## config.mk

```make
export PLATFORM = sky130hd
export DESIGN_NAME = ns_acc_ctl
export DESIGN_NICKNAME = d
export VERILOG_FILES = /design/src/rtl/ns_acc_pkg.sv /design/src/rtl/acc_decode.sv /design/src/rtl/acc_arbiter.sv /design/src/rtl/ctl_store.sv /design/src/rtl/ns_acc_ctl.sv
export SDC_FILE = /design/constraint.sdc
export NUM_CORES = 1
export LEC_CHECK = 0
export BUFFER_PORTS_ARGS = -buffer_cell sky130_fd_sc_hd__buf_2
export CAP_MARGIN = 20
export CORE_MARGIN = 1.5
export CORE_UTILIZATION = 32
export CTS_CLUSTER_DIAMETER = 50
export CTS_CLUSTER_SIZE = 30
export DETAILED_ROUTE_END_ITERATION = 12
export MAX_ROUTING_LAYER = met4
export PLACE_DENSITY_LB_ADDON = 0.2
export RECOVER_POWER = 100
export SETUP_SLACK_MARGIN = 0.4
export SKIP_LAST_GASP = 1
export SYNTH_ARGS = -nofsm -noshare
export SYNTH_HDL_FRONTEND = slang
export SYNTH_SLANG_ARGS = --single-unit
```

## constraint.sdc

```tcl
create_clock -name clk -period 3.4 [get_ports clk]
set_input_delay 0.17 -clock clk [delete_from_list [all_inputs] [get_ports clk]]
set_output_delay 0.17 -clock clk [all_outputs]
set_load 0.02 [all_outputs]
```

## src/rtl/ns_acc_pkg.sv

```systemverilog
package ns_acc_pkg;

    localparam int unsigned WORD_W      = 32;
    localparam int unsigned SYN_W       = 6;
    localparam int unsigned POS_TRC     = 20;
    localparam int unsigned POS_SIMD    = 15;
    localparam int unsigned POS_FP      = 10;
    localparam int unsigned POS_FP_MIR  = 11;
    localparam logic [WORD_W-1:0] FIXED_WORD = 32'h0000_0C00;
    localparam logic [SYN_W-1:0]  TRAP_SYN   = 6'h03;

    typedef enum logic [2:0] {
        ACT_NONE,
        ACT_READ_REG,
        ACT_READ_FIXED,
        ACT_WRITE,
        ACT_UNDEF,
        ACT_TRAP64,
        ACT_TRAP_HYP
    } act_e;

    typedef struct packed {
        logic trc_dis;
        logic simd_dis;
        logic fp_en;
    } ctl_t;

endpackage

```

## src/rtl/acc_decode.sv

```systemverilog
module acc_decode #(
    parameter logic [3:0] SEL_COPROC = 4'd15,
    parameter logic [2:0] SEL_OPC1   = 3'd0,
    parameter logic [3:0] SEL_CRN    = 4'd1,
    parameter logic [3:0] SEL_CRM    = 4'd1,
    parameter logic [2:0] SEL_OPC2   = 3'd2
) (
    input  logic       valid,
    input  logic [3:0] coproc,
    input  logic [2:0] opc1,
    input  logic [3:0] crn,
    input  logic [3:0] crm,
    input  logic [2:0] opc2,
    output logic       hit
);
    always_comb begin
        hit = valid
            && (coproc == SEL_COPROC)
            && (opc1   == SEL_OPC1)
            && (crn    == SEL_CRN)
            && (crm    == SEL_CRM)
            && (opc2   == SEL_OPC2);
    end
endmodule

```

## src/rtl/acc_arbiter.sv

```systemverilog
module acc_arbiter
    import ns_acc_pkg::*;
(
    input  logic       hit,
    input  logic       write,
    input  logic [1:0] lvl,
    input  logic       secure,
    input  logic       l2_en,
    input  logic       l2_64,
    input  logic       l2_t1,
    input  logic       l3_present,
    input  logic       l3_64,
    input  logic       l3_ns,
    input  logic       wr_lock,
    output act_e       act,
    output logic [1:0] tgt
);
    logic fixed_rd;

    always_comb begin
        fixed_rd = !l3_present || (l3_64 && l3_ns);
        act      = ACT_NONE;
        tgt      = 2'd0;
        if (hit) begin
            unique case (lvl)
                2'd0: act = ACT_UNDEF;
                2'd1: begin
                    if (l2_en && l2_64 && l2_t1) begin
                        act = ACT_TRAP64;
                        tgt = 2'd2;
                    end else if (l2_en && !l2_64 && l2_t1) begin
                        act = ACT_TRAP_HYP;
                        tgt = 2'd2;
                    end else if (l2_en && l2_64 && secure) begin
                        act = ACT_TRAP64;
                        tgt = 2'd2;
                    end else if (l3_present && l3_64 && secure) begin
                        act = ACT_TRAP64;
                        tgt = 2'd3;
                    end else if (write) begin
                        act = ACT_UNDEF;
                    end else begin
                        act = fixed_rd ? ACT_READ_FIXED : ACT_READ_REG;
                    end
                end
                2'd2: begin
                    if (write) act = ACT_UNDEF;
                    else       act = fixed_rd ? ACT_READ_FIXED : ACT_READ_REG;
                end
                default: begin
                    if (!write)       act = ACT_READ_REG;
                    else if (wr_lock) act = ACT_UNDEF;
                    else              act = ACT_WRITE;
                end
            endcase
        end
    end
endmodule

```

## src/rtl/ctl_store.sv

```systemverilog
module ctl_store
    import ns_acc_pkg::*;
#(
    parameter bit HAS_FPSIMD = 1'b1
) (
    input  logic              clk,
    input  logic              rst_n,
    input  logic              wr_en,
    input  logic [WORD_W-1:0] wdata,
    output ctl_t              ctl_q,
    output logic [WORD_W-1:0] rd_word
);
    ctl_t ctl_d;

    always_comb begin
        ctl_d = ctl_q;
        if (wr_en) begin
            ctl_d.trc_dis  = wdata[POS_TRC];
            ctl_d.simd_dis = wdata[POS_SIMD];
            ctl_d.fp_en    = HAS_FPSIMD ? wdata[POS_FP] : 1'b0;
        end
    end

    always_ff @(posedge clk or negedge rst_n) begin
        if (!rst_n) ctl_q <= '0;
        else        ctl_q <= ctl_d;
    end

    always_comb begin
        rd_word             = '0;
        rd_word[POS_TRC]    = ctl_q.trc_dis;
        rd_word[POS_SIMD]   = ctl_q.simd_dis;
        rd_word[POS_FP]     = ctl_q.fp_en;
        rd_word[POS_FP_MIR] = ctl_q.fp_en;
    end
endmodule

```

## src/rtl/ns_acc_ctl.sv

```systemverilog
module ns_acc_ctl
    import ns_acc_pkg::*;
#(
    parameter bit HAS_FPSIMD = 1'b1
) (
    input  logic        clk,
    input  logic        rst_n,
    input  logic        acc_valid,
    input  logic [3:0]  acc_coproc,
    input  logic [2:0]  acc_opc1,
    input  logic [3:0]  acc_crn,
    input  logic [3:0]  acc_crm,
    input  logic [2:0]  acc_opc2,
    input  logic        acc_write,
    input  logic [31:0] acc_wdata,
    input  logic [1:0]  cur_lvl,
    input  logic        cur_secure,
    input  logic        lvl2_enabled,
    input  logic        lvl2_is64,
    input  logic        lvl2_trap_t1,
    input  logic        lvl3_present,
    input  logic        lvl3_is64,
    input  logic        lvl3_ns,
    input  logic        sec_wr_lock,
    output logic        acc_claimed,
    output logic        rsp_rd_valid,
    output logic [31:0] rsp_rdata,
    output logic        rsp_undef,
    output logic        rsp_trap,
    output logic        rsp_hyp_trap,
    output logic [1:0]  rsp_tgt_lvl,
    output logic [5:0]  rsp_syndrome,
    output logic        ns_fpsimd_en,
    output logic        ns_simd_dis
);
    logic              hit;
    act_e              act;
    logic [1:0]        tgt;
    ctl_t              ctl_q;
    logic [WORD_W-1:0] rd_word;
    logic              trap_any;

    acc_decode u_decode (
        .valid  (acc_valid),
        .coproc (acc_coproc),
        .opc1   (acc_opc1),
        .crn    (acc_crn),
        .crm    (acc_crm),
        .opc2   (acc_opc2),
        .hit    (hit)
    );

    acc_arbiter u_arbiter (
        .hit        (hit),
        .write      (acc_write),
        .lvl        (cur_lvl),
        .secure     (cur_secure),
        .l2_en      (lvl2_enabled),
        .l2_64      (lvl2_is64),
        .l2_t1      (lvl2_trap_t1),
        .l3_present (lvl3_present),
        .l3_64      (lvl3_is64),
        .l3_ns      (lvl3_ns),
        .wr_lock    (sec_wr_lock),
        .act        (act),
        .tgt        (tgt)
    );

    ctl_store #(.HAS_FPSIMD(HAS_FPSIMD)) u_store (
        .clk     (clk),
        .rst_n   (rst_n),
        .wr_en   (act == ACT_WRITE),
        .wdata   (acc_wdata),
        .ctl_q   (ctl_q),
        .rd_word (rd_word)
    );

    always_comb begin
        trap_any     = (act == ACT_TRAP64) || (act == ACT_TRAP_HYP);
        acc_claimed  = hit;
        rsp_rd_valid = (act == ACT_READ_REG) || (act == ACT_READ_FIXED);
        rsp_undef    = (act == ACT_UNDEF);
        rsp_trap     = (act == ACT_TRAP64);
        rsp_hyp_trap = (act == ACT_TRAP_HYP);
        rsp_tgt_lvl  = trap_any ? tgt : 2'd0;
        rsp_syndrome = trap_any ? TRAP_SYN : '0;
        unique case (act)
            ACT_READ_REG:   rsp_rdata = rd_word;
            ACT_READ_FIXED: rsp_rdata = FIXED_WORD;
            default:        rsp_rdata = '0;
        endcase
        ns_fpsimd_en = ctl_q.fp_en;
        ns_simd_dis  = ctl_q.simd_dis;
    end
endmodule

```

# Word-level counts from Yosys, hierarchy flattened
# Index checks and enable logic that the tools add are counted.
[totals]
input_bits = 64
out_inout_bits = 47
register_bits = 3
elab_cells = 54
[classes]
n_mux = 19
eq_ne = 12
n_reduce_logical = 20
[op_table]
columns = ["op", "count"]
rows = [
  ["one-hot mux 21 bit (2 select lines)", 1],
  ["two-way mux 3 bit", 8],
  ["two-way mux 2 bit", 9],
  ["logical AND 1 bit", 13],
  ["equality test 3 x 2 -> 1 bit, second input constant", 3],
  ["equality test 3 bit, second input constant", 3],
  ["one-hot mux 3 bit (3 select lines)", 1],
  ["equality test 4 x 1 -> 1 bit, second input constant", 2],
  ["equality test 4 bit, second input constant", 1],
  ["equality test 3 x 1 -> 1 bit, second input constant", 1],
  ["logical NOT 3 bit", 1],
  ["logical OR 1 bit", 3],
  ["equality test 2 x 1 -> 1 bit, second input constant", 1],
  ["equality test 2 bit, second input constant", 1],
  ["logical NOT 1 bit", 2],
  ["logical NOT 2 bit", 1],
]

# Logic depth before layout (Yosys ltp)
[logic_depth]
ltp_word = 13
mapped_depth = 7
mapped_depth_nobuf = 5

# Modules after synthesis
# Synthesis repeated with hierarchy kept, for this count alone.
[unflattened]
cells_unflattened = 136
area_unflattened_um2 = 952.2
[modules_own_cells]
columns = ["module", "instances", "area_each_um2", "cells_per_inst", "seq_area_each_um2"]
rows = [
  ["ns_acc_ctl", 1, 355.3, 56, 0.0],
  ["ctl_store", 1, 352.8, 39, 75.1],
  ["acc_arbiter", 1, 188.9, 34, 0.0],
  ["acc_decode", 1, 55.1, 7, 0.0],
]

# Least setup slack after synthesis
# OpenSTA, ideal clock, no wires.
[synth_timing]
path_kind = "input to output"
start = "in acc_opc1[2]"
end = "out rsp_rdata[11]"
arrival_time_ns = 1.714
path_slack_ns = 1.516
n_path_buf = 1
t_required_ns = 3.230
cell_stages = 6
cell_sequence = "nor4b_1 and4b_1 and3_1 nand2b_1 a21oi_1 buf_4"
[synth_between]
elab_chain_cells = 8
elab_cells_between_ends = 9
[synth_lines]
columns = ["element", "line_no", "rtl"]
rows = [
  ["start: declaration", "ns_acc_ctl.sv:10", "input logic [2:0] acc_opc1,"],
  ["logical NOT 3 bit *", "acc_decode.sv:19", "&& (opc1 == SEL_OPC1)"],
  ["logical AND 1 bit *", "acc_decode.sv:19", ""],
  ["logical AND 1 bit *", "acc_decode.sv:20", "&& (crn == SEL_CRN)"],
  ["logical AND 1 bit *", "acc_decode.sv:21", "&& (crm == SEL_CRM)"],
  ["logical AND 1 bit *", "acc_decode.sv:22", "&& (opc2 == SEL_OPC2);"],
  ["named net acc_claimed", "ns_acc_ctl.sv:25", "output logic acc_claimed,"],
  ["two-way mux 3 bit *", "acc_arbiter.sv:24", "if (hit) begin"],
  ["equality test 3 x 2 -> 1 bit / equality test 3 x 1 -> 1 bit (equally long branches)", "ns_acc_ctl.sv:87", "unique case (act)"],
  ["one-hot mux 21 bit (2 select lines) *", "ns_acc_ctl.sv:87", ""],
  ["end: declaration", "ns_acc_ctl.sv:27", "output logic [31:0] rsp_rdata,"],
]
# The timed path passes the listed nets; every way through them passes the cells marked *.

# Final worst setup path
[layout_timing]
start = "in cur_lvl[1]"
end = "out rsp_rdata[15]"
[layout_between]
elab_chain_cells = 5
elab_cells_between_ends = 8
[layout_lines]
columns = ["element", "line_no", "rtl"]
rows = [
  ["start: declaration", "ns_acc_ctl.sv:16", "input logic [1:0] cur_lvl,"],
  ["equality test 2 bit (tied with other cells)", "acc_arbiter.sv:25", "unique case (lvl)"],
  ["one-hot mux 3 bit (3 select lines) *", "acc_arbiter.sv:25", ""],
  ["two-way mux 3 bit *", "acc_arbiter.sv:24", ""],
  ["equality test 3 x 2 -> 1 bit / equality test 3 x 1 -> 1 bit (equally long branches)", "ns_acc_ctl.sv:87", ""],
  ["one-hot mux 21 bit (2 select lines) *", "ns_acc_ctl.sv:87", ""],
]
# Mark *: on every way between the ends. The rest lies on a longest branch, timed or not.

==> impl_metrics.ini <==
[clock_network]
numCtsBuffers = 3
clk_path_buf_depth = 2
postCtsSetupRepairBufs = 0
cts.sinks = 3
path_clk_slew_ns = 0.04
ctsResizeCount = 0
clock_latency_ns = 0.24
htreeDepth = 1
cts_tree = built
cts_root_buffer = clkbuf_4

[timing]
setup_ws_ns = 0.997
final-setup-viol-count = 0
relSlewSlack_pct = 42.5
worst_slew_pin_slew_ns = 0.858
fmax_mhz = 416
timing.final.crit_share_pct = 70.7
tns_ns = 0
final_max_slew_viol_count = 0
hold_viol = 0
timing.final.crit_period_ns = 2.40
rsz0062_at_grt = no
fin_skew_ns = 0

[layout]
final_nets = 210
syn_to_final_growth_pct = 13.8
regMostFlops = u_store.ctl_q
largest_reg_flops = 3
drive_above_1_share_pct = 29.0
fillCellCount = 256
reg_top3 = u_store.ctl_q (3)
num_antenna_cells = 0

[pwr]
clockPowerShare_pct = 35.1
internal-power_w = 0.000106
vdd_ir_drop_max_mv = 0.143
share_comb_of_total_power_pct = 45.4
switching_share_pct = 42.0
powerDensity_nw_per_um2 = 209
seq_power_share_pct = 19.6
p_switching_w = 0.0000770
p_leak_nw = 0.465

[critical_path]
cpPeakStageDelay_ns = 0.73
cp_cell_sequence = buf_2 -> nand2b_1 -> nor3_2 -> a211oi_1 -> o211ai_1 -> nor3_1 -> clkbuf_1
crit_slowest_cell = a211oi_1
critPathKind = input pin to output port
crit_required_ns = 3.23
path_max_fanout = 8
r2r_start = u_store.ctl_q[0]
critical_path.startpoint = cur_lvl[1]
endpoint_kind = output port
critPathLaunchType = input pin
crit_arrival_ns = 2.23

[worst_hold_path]
hold_path.startpoint = acc_wdata[10]
hp-class = input pin to register

[die]
dieArea_um2 = 2720
io_pins = 111
start_util_pct = 34.3
coreArea_um2 = 2250
rows = 17
die_y_um = 52.2
die_x_um = 52.2

[synth]
synthArstFlopShare_pct = 100
yosysSeqAreaShare_pct = 9.71
yosys_warnings = 0
avgSynthCellArea_um2 = 8.05
synth_top_area_cell = buf_4
synth_edf_count = 0
synth.area.top_cells = buf_4, dfrtp_1, a21boi_4
syn_area_um2 = 773
synth-main-ff-cell = dfrtp_1
synth_top_cell_area_share_pct = 35.0
ys_ff_latch = 3
syn_inst = 96
synth_cell_types = 35

[routing]
drtIter0Drc = 6
wl_per_cell_um = 9.05
vias = 732
met1_length_um = 658
top_layer_used = met4
wirelength_um = 1570
drtPass1Iterations = 4
ant_nets = 0
vias_per_cell = 4.23
dr_wl_met3_um = 167
route.detailed.drc = 0
met2_length_um = 723

[place]
io_buffers = 49
post-place-ws_ns = 1.55
gp_congestion = 0.678
hpwl_um = 1370

[outcome]
status = finished, final reports clean

[grt]
antenna_found_initial = 0
grt-ovfl-total = 0
grtUsageTotal_pct = 11.2
grt_pass1_vias = 607
grt_start_max_net_pins = 9
grt_pass1_wl_um = 2280

[run]
maxCapViolCount = 0
-- cells in the mapped netlist (2+ instances only) --
cell type and n:
buf_4 36, nand2_1 6, a21oi_1 4, nand3_1 4
nor2_1 4, nor3_1 4, dfrtp_1 3, inv_1 3
mux2_1 3, a21boi_4 2, and3_1 2, nor3b_1 2
-- worst max-delay path, delay by kind of cell --
kind            cells  cell delay, ns
compound gates      2            1.11
simple gates        3            0.57
buf+inv             2            0.37
-- final timing paths --
kind | endpoint | slack, ns | cells after the start
worst max-delay path | rsp_rdata[15] | 1.0 | 7
worst min-delay path | u_store.ctl_q[0] | 0.15 | 2
worst max register to register | u_store.ctl_q[0] | 2.62 | 1
worst min register to register | u_store.ctl_q[2] | 0.49 | 1
max in group asynchronous | u_store.ctl_q[1] | 2.97 | 2
min in group asynchronous | u_store.ctl_q[2] | 0.27 | 2
-- power groups by stage --
| stage | sequential [W] | combinational, W | clock [W] |
|---|---|---|---|
| after floorplan | 0.0000364 | 0.0000884 | 0 |
| after global placement | 0.0000364 | 0.0000850 | 0 |
| after detailed placement | 0.0000364 | 0.0000861 | 0 |
| after CTS | 0.0000359 | 0.0000872 | 0.0000678 |
| after global routing | 0.0000359 | 0.0000916 | 0.0000700 |
| final | 0.0000359 | 0.0000832 | 0.0000643 |
-- final cells by class --
| class | count | area (µm²) | share of cell area (%) |
|---|---|---|---|
| multi-input combinational | 85 | 495 | 56.3 |
| timing repair buffer | 50 | 236 | 26.9 |
| sequential | 3 | 75.1 | 8.53 |
| tap | 28 | 35.0 | 3.98 |
| clock buffer | 4 | 26.3 | 2.99 |
| inverter | 3 | 11.3 | 1.28 |
-- routing by layer --
metal  up-vias  global-route usage, %
met5         -                      -
met4         0                   5.13
met3         2                  0.862
met2        53                   20.3
met1       305                   12.4
li1        372                      -
-- through the flow --
stage               total power [W]  utilization [%]  area, µm²  instances  hold slack, ns
CTS                        0.000191             41.5        936        173           0.138
detailed placement         0.000122             39.9        900        168         -0.0306
floorplan                  0.000125                -        890        127          -0.126
global placement           0.000121             39.9        900        168         -0.0325
global route               0.000197             39.0        880        173           0.150
finish                     0.000183             39.0        880        173           0.151
-- timing repair --
action                                 in CTS  in global routing
endpoints found under the hold margin       3                  0
setup endpoints to repair                   0                  0
hold buffers                                1                  0
-- placed cells by master (no fill, tap or decap), types with 2 or more instances in the layout --
cell type   n
clkbuf_4    3
and3_1      2
conb_1     32
a21boi_4    2
clkbuf_1   16
mux2_1      3
nand3_1     4
a21oi_1     4
nand2b_1    2
nand2_1     6
o211ai_1    2
nor3b_1     2
a211oi_1    2
nor3_1      4
inv_1       3
buf_2      34
dfrtp_1     3
nor2_1      4
-- cell families (layout without fill, tap and decap cells) --
| family | count (synthesis) | in the layout | synth area share, % |
|---|---|---|---|
| flip-flops | 3 | 3 | 9.71 |
| other | 1 | 32 | 0.485 |
| buffers and inverters | 39 | 57 | 36.4 |
| AO/OA/AOI/OAI | 18 | 18 | 24.1 |
| multiplexers | 3 | 3 | 4.37 |
| AND/OR/NAND/NOR | 32 | 32 | 24.9 |
(Power assumes the default switching activity.)
